$ cat config.mk
export PLATFORM = sky130hd
export DESIGN_NAME = dual_timer_capcmp
export DESIGN_NICKNAME = d
export VERILOG_FILES = /design/src/rtl/capcmp_pkg.sv /design/src/rtl/capcmp_sync_edge.sv /design/src/rtl/capcmp_capture_buf.sv /design/src/rtl/capcmp_compare.sv /design/src/rtl/dual_timer_capcmp.sv
export SDC_FILE = /design/constraint.sdc
export NUM_CORES = 1
export LEC_CHECK = 0
export ABC_AREA = 1
export CORE_MARGIN = 10
export CORE_UTILIZATION = 46
export DETAILED_ROUTE_END_ITERATION = 6
export PLACE_DENSITY = 0.79
export SYNTH_ARGS = -nofsm -noshare
export SYNTH_HDL_FRONTEND = slang
export SYNTH_SLANG_ARGS = --single-unit
export TNS_END_PERCENT = 100
$ cat constraint.sdc
create_clock -name clk -period 2.33 [get_ports clk]
set_input_delay 0.699 -clock clk [delete_from_list [all_inputs] [get_ports clk]]
set_output_delay 0.699 -clock clk [all_outputs]
set_load 0.1 [all_outputs]
$ cat src/rtl/capcmp_pkg.sv
package capcmp_pkg;

  typedef struct packed {
    logic       tsel;    // 7: 0 -> timer_a is reference
    logic       cmp_en;  // 6: 1 -> compare mode
    logic [1:0] act;     // 5:4: edge select / pin action
    logic       rearm;   // 3
    logic       rsvd;    // 2: reads 0
    logic       rot;     // 1
    logic       ovw_rt;  // 0
  } ctrl_t;

  typedef enum logic [1:0] {
    A_CTRL = 2'd0,
    A_CMP  = 2'd1,
    A_TIME = 2'd2,
    A_STAT = 2'd3
  } addr_e;

  localparam int STAT_OVR_BIT = 2;

  // one-hot reset target: bit0 = timer_a, bit1 = timer_b
  function automatic logic [1:0] reset_target(input ctrl_t c);
    logic pick_opp;
    logic hit_b;
    pick_opp = c.cmp_en ? c.rot : 1'b1;
    hit_b    = pick_opp ? ~c.tsel : c.tsel;
    return hit_b ? 2'b10 : 2'b01;
  endfunction

  function automatic logic edge_hit(input logic [1:0] act, input logic rise,
                                    input logic fall);
    case (act)
      2'b01:   return rise;
      2'b10:   return fall;
      2'b11:   return rise | fall;
      default: return 1'b0;
    endcase
  endfunction

  function automatic logic pin_after(input logic [1:0] act, input logic cur);
    case (act)
      2'b01:   return ~cur;
      2'b10:   return 1'b1;
      2'b11:   return 1'b0;
      default: return cur;
    endcase
  endfunction

endpackage

$ cat src/rtl/capcmp_sync_edge.sv
module capcmp_sync_edge #(
  parameter int STAGES = 2
) (
  input  logic clk,
  input  logic rst_n,
  input  logic pin,
  output logic rise,
  output logic fall
);
  logic [STAGES:0] sr;

  always_ff @(posedge clk or negedge rst_n) begin
    if (!rst_n) sr <= '0;
    else        sr <= {sr[STAGES-1:0], pin};
  end

  assign rise = sr[STAGES-1] & ~sr[STAGES];
  assign fall = ~sr[STAGES-1] & sr[STAGES];
endmodule

$ cat src/rtl/capcmp_capture_buf.sv
module capcmp_capture_buf #(
  parameter int TW = 16
) (
  input  logic          clk,
  input  logic          rst_n,
  input  logic          cap,
  input  logic [TW-1:0] cap_val,
  input  logic          pop,
  input  logic          ovw,
  output logic [TW-1:0] time_q,
  output logic          time_full,
  output logic          buf_full,
  output logic          ovr_evt
);
  logic [TW-1:0] buf_q, time_n, buf_n;
  logic          time_full_n, buf_full_n;

  always_comb begin
    time_n      = time_q;
    buf_n       = buf_q;
    time_full_n = time_full;
    buf_full_n  = buf_full;
    ovr_evt     = 1'b0;
    if (pop && time_full) begin
      if (buf_full) begin
        time_n     = buf_q;
        buf_full_n = 1'b0;
      end else begin
        time_full_n = 1'b0;
      end
    end
    if (cap) begin
      if (!time_full_n) begin
        time_n      = cap_val;
        time_full_n = 1'b1;
      end else if (!buf_full_n) begin
        buf_n      = cap_val;
        buf_full_n = 1'b1;
      end else begin
        ovr_evt = 1'b1;
        if (ovw) buf_n = cap_val;
      end
    end
  end

  always_ff @(posedge clk or negedge rst_n) begin
    if (!rst_n) begin
      time_q    <= '0;
      buf_q     <= '0;
      time_full <= 1'b0;
      buf_full  <= 1'b0;
    end else begin
      time_q    <= time_n;
      buf_q     <= buf_n;
      time_full <= time_full_n;
      buf_full  <= buf_full_n;
    end
  end
endmodule

$ cat src/rtl/capcmp_compare.sv
module capcmp_compare
  import capcmp_pkg::*;
#(
  parameter int TW = 16
) (
  input  logic          clk,
  input  logic          rst_n,
  input  logic          enable,
  input  logic          arm_load,
  input  logic          arm_val,
  input  logic          rearm,
  input  logic [1:0]    act,
  input  logic [TW-1:0] ref_time,
  input  logic [TW-1:0] cmp_val,
  output logic          match,
  output logic          pin_q
);
  logic armed;

  assign match = enable && armed && (ref_time == cmp_val);

  always_ff @(posedge clk or negedge rst_n) begin
    if (!rst_n) begin
      armed <= 1'b0;
      pin_q <= 1'b0;
    end else begin
      if (arm_load)            armed <= arm_val;
      else if (match && !rearm) armed <= 1'b0;
      if (match) pin_q <= pin_after(act, pin_q);
    end
  end
endmodule

$ cat src/rtl/dual_timer_capcmp.sv
module dual_timer_capcmp
  import capcmp_pkg::*;
#(
  parameter int TW          = 16,
  parameter int BUS_W       = 16,
  parameter int SYNC_STAGES = 2
) (
  input  logic             clk,
  input  logic             rst_n,
  input  logic [TW-1:0]    timer_a,
  input  logic [TW-1:0]    timer_b,
  input  logic             cap_pin,
  input  logic             bus_wr,
  input  logic             bus_rd,
  input  logic [1:0]       bus_addr,
  input  logic [BUS_W-1:0] bus_wdata,
  output logic [BUS_W-1:0] bus_rdata,
  output logic             rst_timer_a,
  output logic             rst_timer_b,
  output logic [TW-1:0]    time_q,
  output logic             cmp_pin,
  output logic             time_valid,
  output logic             spare_valid,
  output logic             overrun_flag
);
  localparam int NTIMERS = 2;

  function automatic logic [BUS_W-1:0] widen(input logic [TW-1:0] v);
    logic [BUS_W-1:0] r;
    r          = '0;
    r[TW-1:0]  = v;
    return r;
  endfunction

  ctrl_t          ctrl_q, ctrl_wv;
  logic [TW-1:0]  cmp_q;
  logic [TW-1:0]  timers [NTIMERS];
  logic [TW-1:0]  ref_time;
  logic           ctrl_wr, cmp_wr, ovr_clr;
  logic           rise, fall;
  // named internal events
  logic           cap_evt, pop_evt, match_evt, ovr_evt, ctrl_rearm, ctrl_cmp;
  logic           rst_req;
  logic [1:0]     rst_tgt;
  logic [NTIMERS-1:0] rst_q;

  assign timers[0] = timer_a;
  assign timers[1] = timer_b;
  assign ref_time  = timers[ctrl_q.tsel];

  assign ctrl_wr = bus_wr && (addr_e'(bus_addr) == A_CTRL);
  assign cmp_wr  = bus_wr && (addr_e'(bus_addr) == A_CMP);
  assign ovr_clr = bus_wr && (addr_e'(bus_addr) == A_STAT) && bus_wdata[STAT_OVR_BIT];
  assign pop_evt = bus_rd && (addr_e'(bus_addr) == A_TIME);

  always_comb begin
    ctrl_wv      = ctrl_t'(bus_wdata[7:0]);
    ctrl_wv.rsvd = 1'b0;
  end

  always_ff @(posedge clk or negedge rst_n) begin
    if (!rst_n) begin
      ctrl_q <= '0;
      cmp_q  <= '0;
    end else begin
      if (ctrl_wr) ctrl_q <= ctrl_wv;
      if (cmp_wr)  cmp_q  <= bus_wdata[TW-1:0];
    end
  end

  capcmp_sync_edge #(.STAGES(SYNC_STAGES)) u_sync (
    .clk (clk), .rst_n (rst_n), .pin (cap_pin), .rise (rise), .fall (fall)
  );

  assign cap_evt = !ctrl_q.cmp_en && edge_hit(ctrl_q.act, rise, fall);

  capcmp_capture_buf #(.TW(TW)) u_cap (
    .clk       (clk),
    .rst_n     (rst_n),
    .cap       (cap_evt),
    .cap_val   (ref_time),
    .pop       (pop_evt),
    .ovw       (ctrl_q.ovw_rt),
    .time_q    (time_q),
    .time_full (time_valid),
    .buf_full  (spare_valid),
    .ovr_evt   (ovr_evt)
  );

  capcmp_compare #(.TW(TW)) u_cmp (
    .clk      (clk),
    .rst_n    (rst_n),
    .enable   (ctrl_q.cmp_en),
    .arm_load (ctrl_wr),
    .arm_val  (ctrl_wv.cmp_en),
    .rearm    (ctrl_q.rearm),
    .act      (ctrl_q.act),
    .ref_time (ref_time),
    .cmp_val  (cmp_q),
    .match    (match_evt),
    .pin_q    (cmp_pin)
  );

  assign ctrl_rearm = ctrl_q.rearm;
  assign ctrl_cmp   = ctrl_q.cmp_en;

  always_ff @(posedge clk or negedge rst_n) begin
    if (!rst_n)       overrun_flag <= 1'b0;
    else if (ovr_evt) overrun_flag <= 1'b1;
    else if (ovr_clr) overrun_flag <= 1'b0;
  end

  assign rst_req = (cap_evt && ctrl_q.rot) || (match_evt && ctrl_q.ovw_rt);
  assign rst_tgt = reset_target(ctrl_q);

  for (genvar i = 0; i < NTIMERS; i++) begin : g_rst
    always_ff @(posedge clk or negedge rst_n) begin
      if (!rst_n) rst_q[i] <= 1'b0;
      else        rst_q[i] <= rst_req && rst_tgt[i];
    end
  end

  assign rst_timer_a = rst_q[0];
  assign rst_timer_b = rst_q[1];

  always_comb begin
    bus_rdata = '0;
    case (addr_e'(bus_addr))
      A_CTRL: bus_rdata[7:0] = ctrl_q;
      A_CMP:  bus_rdata = widen(cmp_q);
      A_TIME: bus_rdata = widen(time_q);
      A_STAT: begin
        bus_rdata[0]            = time_valid;
        bus_rdata[1]            = spare_valid;
        bus_rdata[STAT_OVR_BIT] = overrun_flag;
      end
      default: bus_rdata = '0;
    endcase
  end
endmodule

==> flow_summary.toml, run 1 <==
[sta]
finalCriticalPeriod_ns = 2.470
slew_headroom_pct = 66.16
hold_violations = 0
setup_viol = 16
tightest_slew_ns = 0.5068
timing.fmax_mhz = 404.9
finalSetupTns_ns = -1.845
hold_slack_ns = 0.3240
drv_slew = 0
rsz0062_at_grt = "true"
fin_crit_sh_pct = 106.0
clock_skew_ns = 0.01208
worst_slack_ns = -0.1397

[critical_path]
cp-end-kind = "output pin"
regToRegStartpoint = "ctrl_q[7]$_DFFE_PN0P_"
crit_path_max_fanout = 6
crit_type = "primary input to output pin"
reg2reg_depth = 10
crit_path_start_kind = "primary input"
r2r_slack_ns = 0.31
required_ns = 1.63
worstReg2RegEnd = "rst_timer_b$_DFF_PN0_"
cp.arrival_ns = 1.77

[logic_synthesis]
synth.avg_cell_area_um2 = 6.933
seq_area_frac_synth_pct = 41.37
synth_area_mm2 = 0.003931
synth-seq-cells = 65
synthCells = 567
synth_cell_types = 27
yosys_warnings = 0
synth_fp_nets = 630

[global_route]
grtUsageTotal_pct = 20.87
antenna_found_initial = 0
grt_pass1_vias = 4429
grt_max_degree = 66
grt-ovfl-total = 0
grt_pass1_wl_um = 21650

[cts]
numClockSinks = 65
cts_buffers = 9
cts_root_buf = "clkbuf_8"
cts_max_level = 3
clkLatencyLatePin_ns = 0.37
clockBufferDepth = 2
clk_pin_slew_ns = 0.09
cts_tree = "done"

[pwr]
pwr-share-seq_pct = 28.1
peakVddDrop_mv = 1.362
swShare_pct = 51.76
cell_internal_pwr_uw = 3288
p_leak_uw = 0.002946
powerDensity_mw_per_mm2 = 1144
p_sw_uw = 3528
pwr-share-comb_pct = 53.6
total_power_uw = 6817
p_clk_share_pct = 18.2

[floorplan]
die_h_um = 112.4
initial_utilization_pct = 47.61
dieArea_mm2 = 0.01264
core_mm2 = 0.008258
fp-row-count = 33
die_x_um = 112.4
ios = 93

[final_layout]
nNetsFinal = 749
area_growth_pct = 51.53
fillers = 598
fin_util_pct = 72.14
finalInstanceArea_mm2 = 0.005957
diodes = 0
drive_gt1_share_pct = 24.75

[min_path]
hp-class = "primary input to asynchronous set/reset pin"

[job]
drv_cap = 0

[placement]
placed_area_mm2 = 0.005482
io_buffers = 92
dp_hpwl_um = 10000
gp_congestion = 0.9143

[drt]
top_layer_used = "met4"
drtAntennaViolNets = 0
drtPass1Iterations = 5
remaining_drc_errors = 0
vias = 4303
wl_met1_um = 5425
dr_wl_met2_um = 6481
wl_per_cell_um = 16.93
drt-initial-drc-count = 288
wl_met3_um = 1150
drt-total-wl_um = 13480
vias_per_cell = 5.406

[outcome]
status = "finished with violations"
violations = "setup timing"
[cell type report]
cell class | instances | area [um2] | share of cell area, %
clock buffer | 9 | 123.9 | 2.079
clock inverter | 7 | 125.1 | 2.100
inverter | 76 | 325.3 | 5.461
multi-input combinational | 406 | 2192 | 36.80
sequential | 65 | 1634 | 27.43
tap | 105 | 131.4 | 2.205
timing repair buffer | 128 | 1425 | 23.92
[worst max-delay path by stage]
stage                   end         from  cells past startpoint
2_1_floorplan  bus_rdata[0]  bus_addr[0]                      6
3_3_place_gp   bus_rdata[1]  bus_addr[0]                     10
3_5_place_dp   bus_rdata[1]  bus_addr[0]                     10
4_1_cts        bus_rdata[3]  bus_addr[0]                     10
5_1_grt        bus_rdata[8]  bus_addr[1]                      8
6_report       bus_rdata[2]  bus_addr[0]                      9
[what timing repair did]
action | in CTS | in global routing
endpoints found under the setup margin | 48 | 16
hold buffers | 0 | 0
pin swaps | 14 | 14
cloned | 0 | 0
setup buffers | 7 | 0
hold endpoints to repair | 0 | 0
gates resized for setup | 52 | 14
[metal layers]
metal,vias up,global-route usage (%)
li1,2026,-
met1,2029,24.76
met2,211,34.03
met3,37,5.911
met4,0,9.983
met5,-,0
[cell families (layout without fill, tap and decap cells)]
logic type	count (synthesis)	in the layout	share of synthesized area, %
AND/OR/NAND/NOR	305	305	31.38
buffers and inverters	96	220	10.69
AO/OA/AOI/OAI	92	92	13.78
flip-flops	65	65	41.37
adder cells (fa/ha/maj)	8	8	2.546
XOR/XNOR	1	1	0.2228
[power by group through the flow]
| stage | combinational, uW | sequential (uW) | clock (uW) |
|---|---|---|---|
| floorplan | 1370 | 2980 | 0 |
| global placement | 3500 | 1860 | 0 |
| detailed placement | 3580 | 1870 | 0 |
| CTS | 3650 | 1900 | 1240 |
| global route | 3870 | 1960 | 1280 |
| finish | 3660 | 1920 | 1240 |
[placed cells by master (no fill, tap or decap), types with 2 or more instances in the layout]
master / count
a31oi_1: 15
dfrtp_2: 6
bufinv_16: 3
ha_4: 2
dfrtp_1: 59
clkdlybuf4s50_1: 51
nand3_1: 27
clkbuf_8: 9
a21oi_4: 9
o21ai_1: 6
inv_1: 64
nand2_4: 13
buf_12: 25
inv_6: 4
o211ai_1: 2
inv_2: 4
ha_1: 5
nor2_1: 47
buf_4: 45
nand4_1: 5
a21oi_1: 11
nand2_1: 191
clkinvlp_4: 6
nand3_2: 6
nand2_2: 12
buf_6: 5
o21ai_2: 9
o21ai_0: 36
[stage by stage]
step                      setup slack, ns  instances
after floorplan                   -0.2534        567
after detailed placement          -0.7430        774
after global routing              -0.1891        796
after CTS                         -0.2331        797
after global placement            -0.6584        774
final                             -0.1397        796
[flip-flops by register name, indices dropped and copies added, names as in the netlist, 3 cells and up]
signal,cells
u_sync.sr,3
ctrl_q,5
u_cap.buf_q,16
cmp_q,16
u_cap.time_q,16
[critical path, stage by stage]
cell	delay [ns]
buf_12	0.11
buf_6	0.12
ha_4	0.19
buf_6	0.15
nand2_2	0.06
nand3_2	0.06
nand2_2	0.10
clkinvlp_4	0.10
buf_12	0.17
[cell usage after synthesis, drive strengths merged]
| cell | count | area, um2 |
|---|---|---|
| a221oi | 1 | 8.760 |
| clkbuf | 9 | 33.78 |
| a31oi | 16 | 115.1 |
| nor2 | 48 | 182.7 |
| a21oi | 21 | 105.1 |
| nand4 | 5 | 31.28 |
| inv | 76 | 285.3 |
| xor2 | 1 | 8.760 |
| and2 | 1 | 8.760 |
| o21ai | 51 | 289.0 |
| ha | 8 | 100.1 |
| nand2 | 216 | 818.3 |
| nand3 | 34 | 182.7 |
| dfrtp | 65 | 1627 |
| nor3 | 1 | 10.01 |
| a32oi | 1 | 8.760 |
| buf | 11 | 101.4 |
| o211ai | 2 | 15.01 |
Power figures use the tool's default switching activity.
==> run 2, diff against run 1 <==
Settings changed: CELL_PAD_IN_SITES_DETAIL_PLACEMENT set to 0, CELL_PAD_IN_SITES_GLOBAL_PLACEMENT set to 1, CORE_MARGIN 10 to 2, CORE_UTILIZATION 46 to 32, PLACE_DENSITY 0.79 to 0.78, SLEW_MARGIN set to 5.
==> run 2 against run 1 <==
The run still ends with setup timing left; sequential power about the same; critical path type unchanged; utilization decreased by 21 points; maximum frequency increased by 0.66%; worst hold slack improved by 0.027 ns; clock power increased by 20%; sequential share of layout area decreased by 0.77 points; routed wire length decreased by 5.4%; cell count increased by 5.8%; worst setup slack improved by 0.016 ns; non-clock buffer count increased by 4; highest routed layer unchanged; final area increased by 2.9%.
==> flow_summary.toml, run 2 (same netlist as run 1, synthesis figures left out) <==
[outcome]
status = "finished with violations"
violations = "setup timing"

[final_layout]
area_growth_pct = 55.92
diodes = 0
fillers = 1160
nNetsFinal = 753
drive_gt1_share_pct = 25.61
multi_input_area_mm2 = 0.002210
layout_commonest_cell = "nand2_1"
fin_cells = 842
layout_common_cells = "nand2_1, inv_1, dfrtp_1"
regArea_mm2 = 0.001634
reg_top3 = "cmp_q x16, u_cap.buf_q x16, u_cap.time_q x16"

[cts]
clk_pin_slew_ns = 0.06
cts_tree = "done"
numClockSinks = 65
cts_buffers = 9
clockBufferDepth = 2
cts_root_buf = "clkbuf_16"
cts_max_level = 3
ctsHoldBuffers = 0
clkLatencyLatePin_ns = 0.33

[drt]
wl_per_cell_um = 15.14
remaining_drc_errors = 0
vias = 4032
vias_per_cell = 4.789
drt-initial-drc-count = 280
drtAntennaViolNets = 0
drtPass1Iterations = 5
drt-total-wl_um = 12750

[job]
drv_cap = 0

[floorplan]
die_h_um = 114.8
die_x_um = 114.8
dieArea_mm2 = 0.01319
fp-row-count = 40
core_mm2 = 0.01201
ios = 93
initial_utilization_pct = 32.73

[critical_path]
crit_type = "primary input to output pin"
cp.arrival_ns = 1.75
cp-end-kind = "output pin"
crit_path_max_fanout = 8
required_ns = 1.63
crit_path_start_kind = "primary input"

[global_route]
grtUsageTotal_pct = 19.83
grt_pass1_wl_um = 20000
antenna_found_initial = 0
grt-ovfl-total = 0
grt_max_degree = 66
grt_pass1_vias = 3855

[sta]
clock_skew_ns = 0.007650
finalCriticalPeriod_ns = 2.454
timing.fmax_mhz = 407.6
setup_viol = 16
worst_slack_ns = -0.1235
rsz0062_at_grt = "true"
hold_violations = 0
hold_slack_ns = 0.3512
fin_crit_sh_pct = 105.3
slew_headroom_pct = 64.93
tightest_slew_ns = 0.5253
drv_slew = 0

[placement]
dp_hpwl_um = 9637
io_buffers = 92
gp_congestion = 0.8431
place_inst = 823

[pwr]
p_leak_uw = 0.003007
peakVddDrop_mv = 1.102
total_power_uw = 7052
powerDensity_mw_per_mm2 = 1150

[min_path]
hp-class = "flip-flop to flip-flop"
-- run 2: cell count changes in the layout (fill, tap and decap cells not counted), moves of 2 or more --
cell,previous run,this run
buf_4,45,49
clkbuf_16,0,9
clkbuf_8,9,0
clkinvlp_4,6,8
nand2_1,191,189
nand2_4,13,15
-- run 2: per-stage QoR --
| step | setup TNS [ns] | utilization, % | area (um2) | setup slack (ns) |
|---|---|---|---|---|
| 2_1_floorplan | -2.438 | - | 4173 | -0.2534 |
| 3_3_place_gp | -25.98 | 46.41 | 5574 | -0.6475 |
| 3_5_place_dp | -27.60 | 46.41 | 5574 | -0.6986 |
| 4_1_cts | -3.269 | 50.66 | 6085 | -0.2232 |
| 5_1_grt | -2.224 | 51.03 | 6130 | -0.1624 |
| 6_report | -1.596 | 51.03 | 6130 | -0.1235 |
-- run 2: worst max-delay path: stages --
cell	delay, ns
buf_8	0.09
buf_6	0.09
ha_4	0.16
buf_8	0.14
buf_12	0.16
nand2_4	0.06
a21oi_4	0.16
buf_12	0.19
-- run 2: per-layer routing --
layer	GRT usage, %	vias up	wire length [um]
met2	32.43	119	6147
met5	0	-	0
met1	26.33	1865	5756
met4	5.622	0	189
met3	4.639	10	659
li1	-	2038	-
-- run 2: worst paths after layout --
kind                                   startpoint                    endpoint  slack (ns)  cells after the start
max in group asynchronous                   rst_n    u_cap.buf_full$_DFF_PN0_        1.65                      2
min in group asynchronous                   rst_n  u_cap.time_q[15]$_DFF_PN0_        0.37                      2
hold reg to reg            u_sync.sr[0]$_DFF_PN0_      u_sync.sr[1]$_DFF_PN0_        0.35                      0
setup reg to reg            ctrl_q[7]$_DFFE_PN0P_       rst_timer_a$_DFF_PN0_        0.43                      9
hold / removal             u_sync.sr[0]$_DFF_PN0_      u_sync.sr[1]$_DFF_PN0_        0.35                      0
setup / recovery                      bus_addr[1]               bus_rdata[11]       -0.12                      8
-- run 2: repair_timing --
item	4_1_cts	5_1_grt
gates resized for setup	55	17
endpoints found under the setup margin	48	17
setup buffers	4	0
pin swaps	16	12
-- run 2: final cells by class --
| class | count | area share, % |
|---|---|---|
| flip-flops and latches | 65 | 26.66 |
| multi-input cells | 406 | 36.05 |
| inverters | 76 | 5.307 |
| well taps | 147 | 3.001 |
| clock buffers | 9 | 3.674 |
| clock inverters | 7 | 1.653 |
| repair buffers | 132 | 23.66 |
-- run 2: power by group --
group	leakage (uW)	switching, uW	internal (uW)	total (uW)
clock network	0.000153	544	946	1490
logic	0.00208	2580	1070	3650
registers	0.000777	402	1510	1910
total	0.00301	3520	3530	7050
==> run 3, diff against run 2 <==
Settings changed: ABC_AREA 1 to 0, CORE_UTILIZATION 32 to 34, CTS_CLUSTER_DIAMETER set to 40.
==> run 3 against run 2 <==
The run still ends with setup timing left; worst hold slack worse by 0.19 ns; register-to-register slack lost 0.29 ns; critical path depth unchanged; largest cell class unchanged.
==> flow_summary.toml, run 3 <==
[outcome]
status = "finished with violations"
violations = "setup timing"

[cts]
clk_pin_slew_ns = 0.08
numClockSinks = 65
clockBufferDepth = 2
cts_max_level = 3
cts_root_buf = "clkbuf_8"
cts_tree = "done"
clkLatencyLatePin_ns = 0.33
ctsHoldBuffers = 0
cts_buffers = 9

[logic_synthesis]
seq_area_frac_synth_pct = 47.48
synth_ff_type = "dfrtp_1"
synth_fp_nets = 374
synth_edf_count = 0
yosys-top-cells-count = "dfrtp_1, mux2_2, nand2_1"
synth_cell_types = 33
yosys_warnings = 0
ys_async_sr_fraction_pct = 100.0
synthCells = 311
synth-seq-cells = 65
synth_top_family_by_area = "multiplexers"
synth-xor-area-share_pct = 3.835
synth_mux_area_share_pct = 19.50
synth.avg_cell_area_um2 = 11.02
synth-simple-area-share_pct = 11.47
synth.area.top_cells = "dfrtp_1, mux2_2, xnor2_1"
synth_area_mm2 = 0.003426
synth_compound_area_share_pct = 11.03
synth_most_common_cell = "dfrtp_1"
synth_largest_area_cell = "dfrtp_1"
synth_top_area_share_pct = 47.48
synth-adder-area-share_pct = 2.922

[sta]
rsz0062_at_grt = "true"
setup_viol = 16
drv_slew = 0
tightest_slew_ns = 0.3735
hold_violations = 0
worst_slack_ns = -0.2498
clock_skew_ns = 0.009583
timing.fmax_mhz = 387.6
slew_headroom_pct = 75.10
fin_crit_sh_pct = 110.7
finalCriticalPeriod_ns = 2.580

[drt]
vias = 2867
drt-initial-drc-count = 110
remaining_drc_errors = 0
drtPass1Iterations = 4
drtAntennaViolNets = 0
vias_per_cell = 4.859
wl_per_cell_um = 16.34
drt-total-wl_um = 9641

[critical_path]
regToRegStartpoint = "ctrl_q[7]$_DFFE_PN0P_"
required_ns = 1.63
crit_path_start_kind = "primary input"
worstReg2RegEnd = "u_cmp.pin_q$_DFFE_PN0P_"
cp.arrival_ns = 1.88
crit_path_max_fanout = 6
cp-end-kind = "output pin"
startpoint = "bus_addr[1]"
crit_type = "primary input to output pin"
reg2reg_depth = 7
crit_path_end = "bus_rdata[6]"
r2r_slack_ns = 0.14

[final_layout]
diodes = 0
nNetsFinal = 516
area_growth_pct = 61.10
reg_top3 = "cmp_q x16, u_cap.buf_q x16, u_cap.time_q x16"
layout_commonest_cell = "buf_4"
layout_common_cells = "buf_4, dfrtp_1, clkdlybuf4s50_1"
fin_cells = 590
drive_gt1_share_pct = 45.30
fillers = 840

[floorplan]
ios = 93
die_x_um = 104.4
dieArea_mm2 = 0.01090
fp-row-count = 36
die_h_um = 104.4
initial_utilization_pct = 35.05
core_mm2 = 0.009774

[pwr]
p_sw_uw = 3161
pwr-share-comb_pct = 56.9
pwr-share-seq_pct = 29.6
total_power_uw = 6330
cell_internal_pwr_uw = 3170
p_leak_uw = 0.002386
p_clk_share_pct = 13.4
peakVddDrop_mv = 0.7662
swShare_pct = 49.93
powerDensity_mw_per_mm2 = 1147

[global_route]
grtUsageTotal_pct = 17.95
grt_pass1_vias = 3069
grt_busiest_layer = "met2"
met3_usage_pct = 4.699
met2_usage_pct = 30.53
grt_use_met1_pct = 22.22
antenna_found_initial = 0
grt_pass1_wl_um = 15430
grt_max_degree = 38
grt-ovfl-total = 0

[job]
drv_cap = 0

[placement]
io_buffers = 92
place_inst = 568
gp_congestion = 0.7685
dp_hpwl_um = 7358

[min_path]
hp-class = "primary input to asynchronous set/reset pin"
## run 3: cell count changes after synthesis, moves of 11 or more
cell,change
xnor2_1,+15
a31oi_1,-14
inv_1,-66
o21ai_0,-19
nand2_1,-188
nor2_1,-25
nand3_1,-25
mux2_2,+39
mux2i_1,+11
## run 3: how the worst min path moves through the flow
| stage | from | endpoint | slack (ns) | cells past startpoint |
|---|---|---|---|---|
| finish | rst_n | u_cap.time_q[13]$_DFF_PN0_ | 0.16 | 1 |
| global route | rst_n | u_cap.buf_q[13]$_DFFE_PN0P_ | 0.14 | 1 |
| CTS | rst_n | u_cap.buf_q[13]$_DFFE_PN0P_ | 0.15 | 1 |
| detailed placement | u_sync.sr[0]$_DFF_PN0_ | u_sync.sr[1]$_DFF_PN0_ | 0.34 | 0 |
| global placement | u_sync.sr[0]$_DFF_PN0_ | u_sync.sr[1]$_DFF_PN0_ | 0.34 | 0 |
| floorplan | u_sync.sr[0]$_DFF_PN0_ | u_sync.sr[1]$_DFF_PN0_ | 0.33 | 0 |
## run 3: metrics by stage
step | util, % | hold slack (ns) | instance area (um2) | setup TNS [ns] | worst slack [ns]
after floorplan | - | 0.3312 | 3647 | -2.095 | -0.2989
after global placement | 52.84 | 0.3393 | 5165 | -28.49 | -0.7828
after detailed placement | 52.84 | 0.3409 | 5165 | -32.94 | -0.8242
after CTS | 55.58 | 0.1465 | 5433 | -4.050 | -0.3097
after global routing | 56.46 | 0.1385 | 5519 | -3.268 | -0.2783
final | 56.46 | 0.1604 | 5519 | -2.719 | -0.2498
## run 3: final cells by class
cell class	instances	area, um2	share of cell area (%)
Sequential cell	65	1635	29.63
Clock inverter	3	17.52	0.3174
Timing Repair Buffer	149	1593	28.86
Inverter	8	50.05	0.9068
Multi-Input combinational cell	220	1902	34.46
Tap cell	133	166.4	3.015
Clock buffer	12	155.1	2.811
## run 3: cells by family after synthesis
family	Yosys count
multiplexers	58
buffers and inverters	26
adder cells (fa/ha/maj)	8
flip-flops	65
AND/OR/NAND/NOR	79
XOR/XNOR	15
AO/OA/AOI/OAI	60
## run 3: power by group through the flow
stage / combinational [uW] / clock [uW] / sequential, uW
final: 3600 / 851 / 1880
after global routing: 3780 / 925 / 1930
after CTS: 3600 / 876 / 1880
after detailed placement: 3560 / 0 / 1890
after global placement: 3500 / 0 / 1870
after floorplan: 1330 / 0 / 3010
## run 3: repair_timing
action                     4_1_cts  5_1_grt
buffers inserted                 3        5
setup endpoints to repair       52       20
gates resized for setup         25       18
pin swaps                        8       12
hold endpoints to repair         0        0
## run 3: per-layer routing
layer	share of wire [%]	routed length, um
met1	43	4133
met5	0	0
met4	1.5	140
met3	5.5	526
met2	50	4840
## run 3: critical path, cell delays in order
cell	delay, ns
buf_12	0.10
inv_8	0.04
ha_4	0.18
buf_6	0.14
a222oi_1	0.34
buf_4	0.18
nor2_4	0.03
buf_12	0.16
